**config.mk**
```make
export PLATFORM = sky130hd
export DESIGN_NAME = fresh_tag_table
export DESIGN_NICKNAME = d
export VERILOG_FILES = /design/src/rtl/fresh_tag_pkg.sv /design/src/rtl/tag_slicer.sv /design/src/rtl/tag_store.sv /design/src/rtl/tag_compare.sv /design/src/rtl/fresh_tag_table.sv
export SDC_FILE = /design/constraint.sdc
export NUM_CORES = 2
export LEC_CHECK = 0
export ABC_AREA = 0
export BUFFER_PORTS_ARGS = -buffer_cell sky130_fd_sc_hd__buf_2
export CAP_MARGIN = 40
export CORE_MARGIN = 1
export CORE_UTILIZATION = 40
export CTS_BUF_LIST = sky130_fd_sc_hd__clkbuf_4
export CTS_CLUSTER_SIZE = 10
export DETAILED_ROUTE_END_ITERATION = 7
export PLACE_DENSITY = 0.54
export SYNTH_ARGS = -nofsm -noshare
export SYNTH_HDL_FRONTEND = slang
export SYNTH_SLANG_ARGS = --single-unit
export TNS_END_PERCENT = 10
```
**constraint.sdc**
```tcl
create_clock -name clk -period 3.9 [get_ports clk]
set_input_delay 0.585 -clock clk [delete_from_list [all_inputs] [get_ports clk]]
set_output_delay 0.585 -clock clk [all_outputs]
set_load 0.02 [all_outputs]
```
**src/rtl/fresh_tag_pkg.sv**
```systemverilog
`timescale 1ns/1ps
// Shared types for the freshness tag table.
package fresh_tag_pkg;

    // Result code of one fetch check.
    typedef enum logic [1:0] {
        ST_IDLE    = 2'b00,
        ST_FRESH   = 2'b01,
        ST_REPLAY  = 2'b10,
        ST_NOENTRY = 2'b11
    } fresh_status_e;

endpackage

```
**src/rtl/tag_slicer.sv**
```systemverilog
`timescale 1ns/1ps
// tag_slicer: picks the freshness tag out of a full line signature.
// Assumes TAG_LSB + TAG_W <= SIG_W.
module tag_slicer #(
    parameter int SIG_W   = 160,
    parameter int TAG_W   = 32,
    parameter int TAG_LSB = 0
) (
    input  logic [SIG_W-1:0] sig,
    output logic [TAG_W-1:0] tag
);

    generate
        if (TAG_W == SIG_W) begin : g_full
            // Tag is the whole signature.
            assign tag = sig;
        end else begin : g_slice
            // Tag is a contiguous slice of the signature.
            assign tag = sig[TAG_LSB +: TAG_W];
        end
    endgenerate

endmodule

```
**src/rtl/tag_store.sv**
```systemverilog
`timescale 1ns/1ps
// tag_store: one tag and one valid flag per line.
// Reads are combinational with write-first bypass for a write to the
// same address in the same cycle. Clear wins over a simultaneous write.
// Tag storage is not reset; only valid flags are.
module tag_store #(
    parameter int ADDR_W = 6,
    parameter int TAG_W  = 32
) (
    input  logic              clk,
    input  logic              rst_n,
    input  logic              clr_all,
    input  logic              wr_en,
    input  logic [ADDR_W-1:0] wr_addr,
    input  logic [TAG_W-1:0]  wr_tag,
    input  logic [ADDR_W-1:0] rd_addr,
    output logic [TAG_W-1:0]  rd_tag,
    output logic              rd_valid
);

    localparam int LINES = 2 ** ADDR_W;

    logic [TAG_W-1:0] tag_mem [LINES];
    logic [LINES-1:0] vld_q;
    logic             wr_live;

    assign wr_live = wr_en && !clr_all;

    // Tag array write port.
    always_ff @(posedge clk) begin
        if (wr_live) begin
            tag_mem[wr_addr] <= wr_tag;
        end
    end

    generate
        for (genvar i = 0; i < LINES; i++) begin : g_vld
            // Per-line valid flag: cleared by reset or clear, set on write.
            always_ff @(posedge clk) begin
                if (!rst_n || clr_all) begin
                    vld_q[i] <= 1'b0;
                end else if (wr_en && wr_addr == ADDR_W'(i)) begin
                    vld_q[i] <= 1'b1;
                end
            end
        end
    endgenerate

    // Read port with write-first bypass; clear reads as empty.
    always_comb begin
        if (clr_all) begin
            rd_tag   = tag_mem[rd_addr];
            rd_valid = 1'b0;
        end else if (wr_live && wr_addr == rd_addr) begin
            rd_tag   = wr_tag;
            rd_valid = 1'b1;
        end else begin
            rd_tag   = tag_mem[rd_addr];
            rd_valid = vld_q[rd_addr];
        end
    end

endmodule

```
**src/rtl/tag_compare.sv**
```systemverilog
`timescale 1ns/1ps
// tag_compare: registers the verdict of one fetch check.
// Assumes entry_valid and stored_tag already reflect write-first order.
module tag_compare
    import fresh_tag_pkg::*;
#(
    parameter int TAG_W = 32
) (
    input  logic             clk,
    input  logic             rst_n,
    input  logic             lookup_en,
    input  logic             entry_valid,
    input  logic [TAG_W-1:0] stored_tag,
    input  logic [TAG_W-1:0] fetched_tag,
    output logic             rsp_valid,
    output logic [1:0]       rsp_status
);

    fresh_status_e verdict;

    // Classify the lookup.
    always_comb begin
        if (!entry_valid) begin
            verdict = ST_NOENTRY;
        end else if (stored_tag == fetched_tag) begin
            verdict = ST_FRESH;
        end else begin
            verdict = ST_REPLAY;
        end
    end

    // Response register: one cycle after the lookup, idle otherwise.
    always_ff @(posedge clk) begin
        if (!rst_n) begin
            rsp_valid  <= 1'b0;
            rsp_status <= ST_IDLE;
        end else begin
            rsp_valid  <= lookup_en;
            rsp_status <= lookup_en ? verdict : ST_IDLE;
        end
    end

endmodule

```
**src/rtl/fresh_tag_table.sv**
```systemverilog
`timescale 1ns/1ps
// fresh_tag_table: on-chip freshness tags, one per data line.
// A write-back stores a slice of the new signature; a fetch compares the
// slice of the recomputed signature with the stored one, one cycle later.
// Assumes the caller computes signatures over line contents and address.
module fresh_tag_table #(
    parameter int ADDR_W  = 6,
    parameter int SIG_W   = 160,
    parameter int TAG_W   = 32,
    parameter int TAG_LSB = 0
) (
    input  logic              clk,
    input  logic              rst_n,
    input  logic              clr_all,
    input  logic              wb_en,
    input  logic [ADDR_W-1:0] wb_addr,
    input  logic [SIG_W-1:0]  wb_sig,
    input  logic              fill_en,
    input  logic [ADDR_W-1:0] fill_addr,
    input  logic [SIG_W-1:0]  fill_sig,
    output logic              rsp_valid,
    output logic [1:0]        rsp_status
);

    logic [TAG_W-1:0] wb_tag;
    logic [TAG_W-1:0] fill_tag;
    logic [TAG_W-1:0] stored_tag;
    logic             stored_valid;

    tag_slicer #(.SIG_W(SIG_W), .TAG_W(TAG_W), .TAG_LSB(TAG_LSB)) u_wb_slice (
        .sig (wb_sig),
        .tag (wb_tag)
    );

    tag_slicer #(.SIG_W(SIG_W), .TAG_W(TAG_W), .TAG_LSB(TAG_LSB)) u_fill_slice (
        .sig (fill_sig),
        .tag (fill_tag)
    );

    tag_store #(.ADDR_W(ADDR_W), .TAG_W(TAG_W)) u_store (
        .clk      (clk),
        .rst_n    (rst_n),
        .clr_all  (clr_all),
        .wr_en    (wb_en),
        .wr_addr  (wb_addr),
        .wr_tag   (wb_tag),
        .rd_addr  (fill_addr),
        .rd_tag   (stored_tag),
        .rd_valid (stored_valid)
    );

    tag_compare #(.TAG_W(TAG_W)) u_cmp (
        .clk         (clk),
        .rst_n       (rst_n),
        .lookup_en   (fill_en),
        .entry_valid (stored_valid),
        .stored_tag  (stored_tag),
        .fetched_tag (fill_tag),
        .rsp_valid   (rsp_valid),
        .rsp_status  (rsp_status)
    );

endmodule

```
After elaboration in Yosys (flattened, before gate mapping)
Memory sizes are Yosys's and may differ from the RTL's.
Index checks and enable logic that the tools add are counted.
{ "totals": {"reg_bits": 67, "mem_bits_rw": 2048, "inputBits": 337, "out_inout_bits": 3, "elab_cells": 214, "memories": 1} }
{ "classes": {"magnitude_cmp": 1, "n_eq_ne": 65, "muxes": 10, "n_reduce_logical": 71} }
{ "mem_list": {"columns": ["name", "depth", "width", "read_ports", "rd_ports_with_merged_regs", "write_ports", "line", "text"], "rows": [
  ["u_store.tag_mem", 64, 32, 1, 0, 1, "tag_store.sv:23", "logic [TAG_W-1:0] tag_mem [LINES];"]
]} }
{ "ops": {"columns": ["operator", "count"], "rows": [
  ["$eq 6x6->1 const B", 32],
  ["$eq 6x5->1 const B", 16],
  ["$logic_and 1x1->1", 66],
  ["$mux 32", 2],
  ["$eq 6x4->1 const B", 8],
  ["$eq 32x32->1", 1],
  ["$eq 6x3->1 const B", 4],
  ["$eq 6x2->1 const B", 2],
  ["$lt 6x7->1 const B", 1],
  ["$bmux 1 s6", 1],
  ["$eq 6x1->1 const B", 1],
  ["$eq 6x6->1", 1],
  ["$logic_not 6->1", 1],
  ["$mux 1", 5],
  ["$mux 2", 2],
  ["$logic_not 1->1", 2],
  ["$reduce_and 2->1", 1],
  ["$logic_or 1x1->1", 1]
]} }

Logic depth before layout (Yosys ltp)
{ "depth": {"depth_word": 8, "ltp_mapped": 17, "depth_no_buf": 10} }

By module
A second synthesis with hierarchy kept.
{ "unflattened": {"hier_cells": 3845, "hier_area_um2": 81612.0} }
{ "modules_own_cells": {"columns": ["mod", "n_inst", "cells_per_inst", "area_per_inst_um2", "seq_area_each_um2"], "rows": [
  ["tag_store", 1, 3731, 80706.2, 62780.2],
  ["tag_slicer", 2, 32, 240.2, 0.0],
  ["tag_compare", 1, 50, 425.4, 60.1]
]} }

Worst setup path after synthesis
OpenSTA, ideal clock, no wires.
{ "synth_timing": {"path_type": "input to register", "startpoint": "input port fill_addr[0]", "endpoint": "register u_cmp.rsp_status[1]", "setup_ns": 0.074, "t_arrival_ns": 3.338, "required_time_ns": 3.826, "path_slack_ns": 0.488, "path_stages": 11, "n_path_buf": 5, "cell_sequence": "buf_6 buf_6 buf_6 buf_2 buf_2 mux4_2 mux4_2 mux4_2 nor2_1 nor2_1 a31oi_1"} }
{ "synth_via": {"elab_chain_cells": 7, "elab_cells_between_ends": 12, "classes_between": "2 x eq/ne; 8 x mux; 1 x reduce/logical; 1 x memory"} }
{ "synth_rtl": {"columns": ["element", "line", "text"], "rows": [
  ["from (decl)", "fresh_tag_table.sv:19", "input logic [ADDR_W-1:0] fill_addr,"],
  ["branches (longest 6 deep; another with $mem_v2 64x32)", null, null],
  ["$mux 2 (*)", "tag_compare.sv:23", "if (!entry_valid) begin"],
  ["to (signal assigned)", "tag_compare.sv:39", "rsp_status <= lookup_en ? verdict : ST_IDLE;"],
  ["to (decl)", "tag_compare.sv:16", "output logic [1:0] rsp_status"]
]} }
Mark *: on every way between the ends. The select of a mux whose other input is x is not followed.
A chain may end at the register's enable or synchronous reset.

Worst setup path in the final report
{ "layout_timing": {"startpoint": "memory u_store.tag_mem[59][26]", "endpoint": "register u_cmp.rsp_status[0]"} }
{ "layout_via": {"elab_chain_cells": 6} }
{ "layout_rtl": {"columns": ["element", "line", "text"], "rows": [
  ["from (decl)", "tag_store.sv:23", null],
  ["$mem_v2 64x32 (*)", null, null],
  ["$mux 32", "tag_store.sv:54", "end else if (wr_live && wr_addr == rd_addr) begin"],
  ["$mux 32 (*)", "tag_store.sv:51", "if (clr_all) begin"],
  ["$eq 32x32->1 (*)", "tag_compare.sv:25", "end else if (stored_tag == fetched_tag) begin"],
  ["$mux 2 (*)", "tag_compare.sv:25", null],
  ["$mux 2 (*)", "tag_compare.sv:23", null]
]} }
Every way passes the cells marked *; elsewhere a longest branch is shown, timed or not.

==> impl_results.md <==
- Min-delay worst type: in -> reg
- Most frequent cells in the layout: edfxtp_1, clkbuf_4, mux4_2
- CP max stage delay: 0.56 ns
- GP Congestion: 0.871
- Non-Filler Instances: 8038
- Initial antenna violation count: 21
- Finished Core Util: 47.8%
- Layout area overhead: 18.8%
- Layout cells sized above 1: 37.5%
- Fin crit period: 3.70 ns
- Syn_area_per_cell: 20.7 um^2
- Clock Skew: 0.107 ns
- Flop-to-flop setup slack: 0.20 ns
- Crit-path slowest cell: a2111oi_1
- Final max-slew violation count: 0
- I/O Buffers: 83
- Status: complete, no violations
- Min-Delay Path Depth: 2
- Largest net degree at the start of global routing: 65
- Tcrit/Tclk final: 95.0%
- Synth area leader: edfxtp_1
- CP Launch Type: register
- Cell mode on critical path: buf_4
- Bufs and invs on worst path: 4
- YS warnings: 0
- CTS H-tree depth: 6
- Clock buffer depth: 4
- Number of sinks on the clock net: 2115
- HPWL after detailed placement: 166000 um
- Ys async rst share: 0%
- CP Depth: 14
- Synthesized area: 82200 um^2
- Worst Path Max Fanout: 2
- VDD IR max: 0.353 mV
- Yosys reg bits: 2115
- Syn nets: 4308
- Reg clk slew, reported paths: 0.06 ns
- Place WS: -0.731 ns
- Post-synth EDFFs: 2048
- Root Buffer: clkbuf_4
- Worst hold slack: 0.139 ns
- Design Power: 46700 uW
- MaxCap Viol Count: 0
- Most common cell after layout, fill and taps aside: edfxtp_1
- Nets: 5311
- Crit path to: u_cmp.rsp_status[0]
- Starting Density: 40.2%
- Overall global routing resource usage: 26.0%
- Row cnt: 166
- Final Hold Vio Count: 0
- Top_reg_cell synth: edfxtp_1
- Critical-path cell list: mux4_2, a32o_1, a31oi_1, a31o_1, a41oi_1, a2111oi_1, buf_2, buf_4, o2111ai_1, buf_4, nor4_2, buf_4, o211ai_1, a21oi_1
- Die height: 455 um
- Detailed Route WL: 269000 um
- CP startpoint: u_store.tag_mem[59][26]
- Power Dens Cells: 478 nW/um^2
- R2R Path Start: u_store.tag_mem[59][26]
- Final Worst Setup Slack: 0.195 ns
- Register-to-Register Path Depth: 14
- Clk Latency, worst-skew pair: 1.40 ns
- Vias in the first global route: 46800
- First-pass GRT wire length: 369000 um
- Die width: 455 um
- Iteration-0 DRC Markers: 5551
- Leading post-synthesis cells by cell area: edfxtp_1, mux4_2, mux2i_1
- Die footprint: 207000 um^2
- Worst EP required: 5.23 ns
- Least-Margin Pin Slew: 0.921 ns
- Mean routed wirelength per cell: 33.5 um
- Finish-stage setup viols: 0
- Critical path's top delay family: compound AO/OA/AOI/OAI gates
- # DRC: 0
- Total placed cells including tap cells: 7034
- Seq/Total Area, Yosys: 76.4%
- Drt first pass iters: 6
- Floorplan core area: 204000 um^2
- Number of setup buffers added after CTS: 0
- CP Class: reg -> reg
- DR vias: 46700
- GR Overflow Total: 0
- CTS tree: done
- Unrepaired setup endpoints after global routing: no
- Critical path endpoint category: register
- Critical path data arrival time: 5.03 ns
- Worst R2R End: u_cmp.rsp_status[0]
- Share of Yosys cell area claimed by the top area cell type: 74.8%
- TritonCTS Buffers: 563
- F_max: 270 MHz
- Relative slew slack: 38.5%
- IO Pins: 340
- ANT nets after route: 0
- Leakage: 0.0323 uW
- Cells after synthesis: 3971
- Vias per Instance: 5.80
- Synth cell types: 74
-- worst min-delay path by stage --
stage | startpoint | endpoint | slack, ns
after floorplan | u_store.vld_q[10] | u_store.vld_q[10] | 0.43
after global placement | u_store.vld_q[34] | u_store.vld_q[34] | 0.44
after detailed placement | u_store.vld_q[50] | u_store.vld_q[50] | 0.45
after CTS | wb_sig[13] | u_store.tag_mem[23][13] | 0.01
after global routing | wb_sig[13] | u_store.tag_mem[23][13] | 0.04
final | wb_sig[5] | u_store.tag_mem[33][5] | 0.14
-- area by class of cell --
cell class	instances	area, um^2
fill	17400	107000
sequential	2115	62800
multi-input combinational	1624	18600
timing repair buffer	657	6150
clock buffer	817	6130
tap	2688	3360
clock inverter	106	515
inverter	13	48.8
antenna	18	45.0
-- report_power, final --
part	leakage (uW)	total (uW)	switching [uW]	internal (uW)
clock network	0.00405	18700	8960	9790
registers	0.0190	25000	20.2	25000
logic	0.00929	2950	1790	1170
-- through the flow --
step | setup TNS [ns] | area [um^2]
finish | 0 | 97600
global route | 0 | 97600
CTS | 0 | 97600
detailed placement | -1.46 | 90300
global placement | -2.18 | 90200
floorplan | 0 | 82200
-- cell families (layout without fill, tap and decap cells) --
logic type | Yosys count | after routing | share of synthesized area, %
buffers and inverters | 232 | 1593 | 1.60
AOI/OAI and AO/OA | 431 | 431 | 3.65
muxes | 675 | 675 | 15.0
xor gates and xnor gates | 54 | 54 | 0.575
DFF | 2115 | 2115 | 76.4
other | 0 | 18 | 0
and+or+nand+nor | 464 | 464 | 2.73
-- state kept, by name, summed over array words and instances (netlist names) --
name	flops
u_store.tag_mem	2048
u_cmp.rsp_valid	1
u_cmp.rsp_status	2
u_store.vld_q	64
-- timing repair --
| item | 4_1_cts | 5_1_grt |
|---|---|---|
| setup endpoints to repair | 0 | 2 |
| hold buffers | 63 | 0 |
| endpoints found under the hold margin | 2125 | 0 |
| resized for setup | 0 | 2 |
-- worst register-to-register path, stage by stage (launching register included) --
cell and delay, ns:
edfxtp_1 0.36, mux4_2 0.49, a32o_1 0.28, a31oi_1 0.33, a31o_1 0.20, a41oi_1 0.12
a2111oi_1 0.56, buf_2 0.25, buf_4 0.11, o2111ai_1 0.10, buf_4 0.18, nor4_2 0.22
buf_4 0.19, o211ai_1 0.11, a21oi_1 0.17
-- layer usage --
layer / part of all wire, % / global-route usage [%] / vias up
li1: - / - / 19000
met1: 41 / 35.6 / 24800
met5: 0.018 / 0 / -
met2: 47 / 40.5 / 2370
met4: 3.7 / 10.3 / 6
met3: 8.8 / 5.87 / 437
-- cell usage after synthesis, types with 19 or more instances --
library cell  number
buf_2             54
xnor2_1           35
mux2i_1          210
clkbuf_1          77
nand3_1           49
o22ai_1           74
dfxtp_1           67
buf_4             42
buf_6             29
nor2b_1           24
mux2_2            21
nand2_1           76
a221oi_1          23
mux4_2           444
nor2_1           185
xor2_1            19
nor3_1            20
a22oi_1           92
a21oi_1           95
edfxtp_1        2048
No activity file was read; power rests on OpenSTA's default activity.
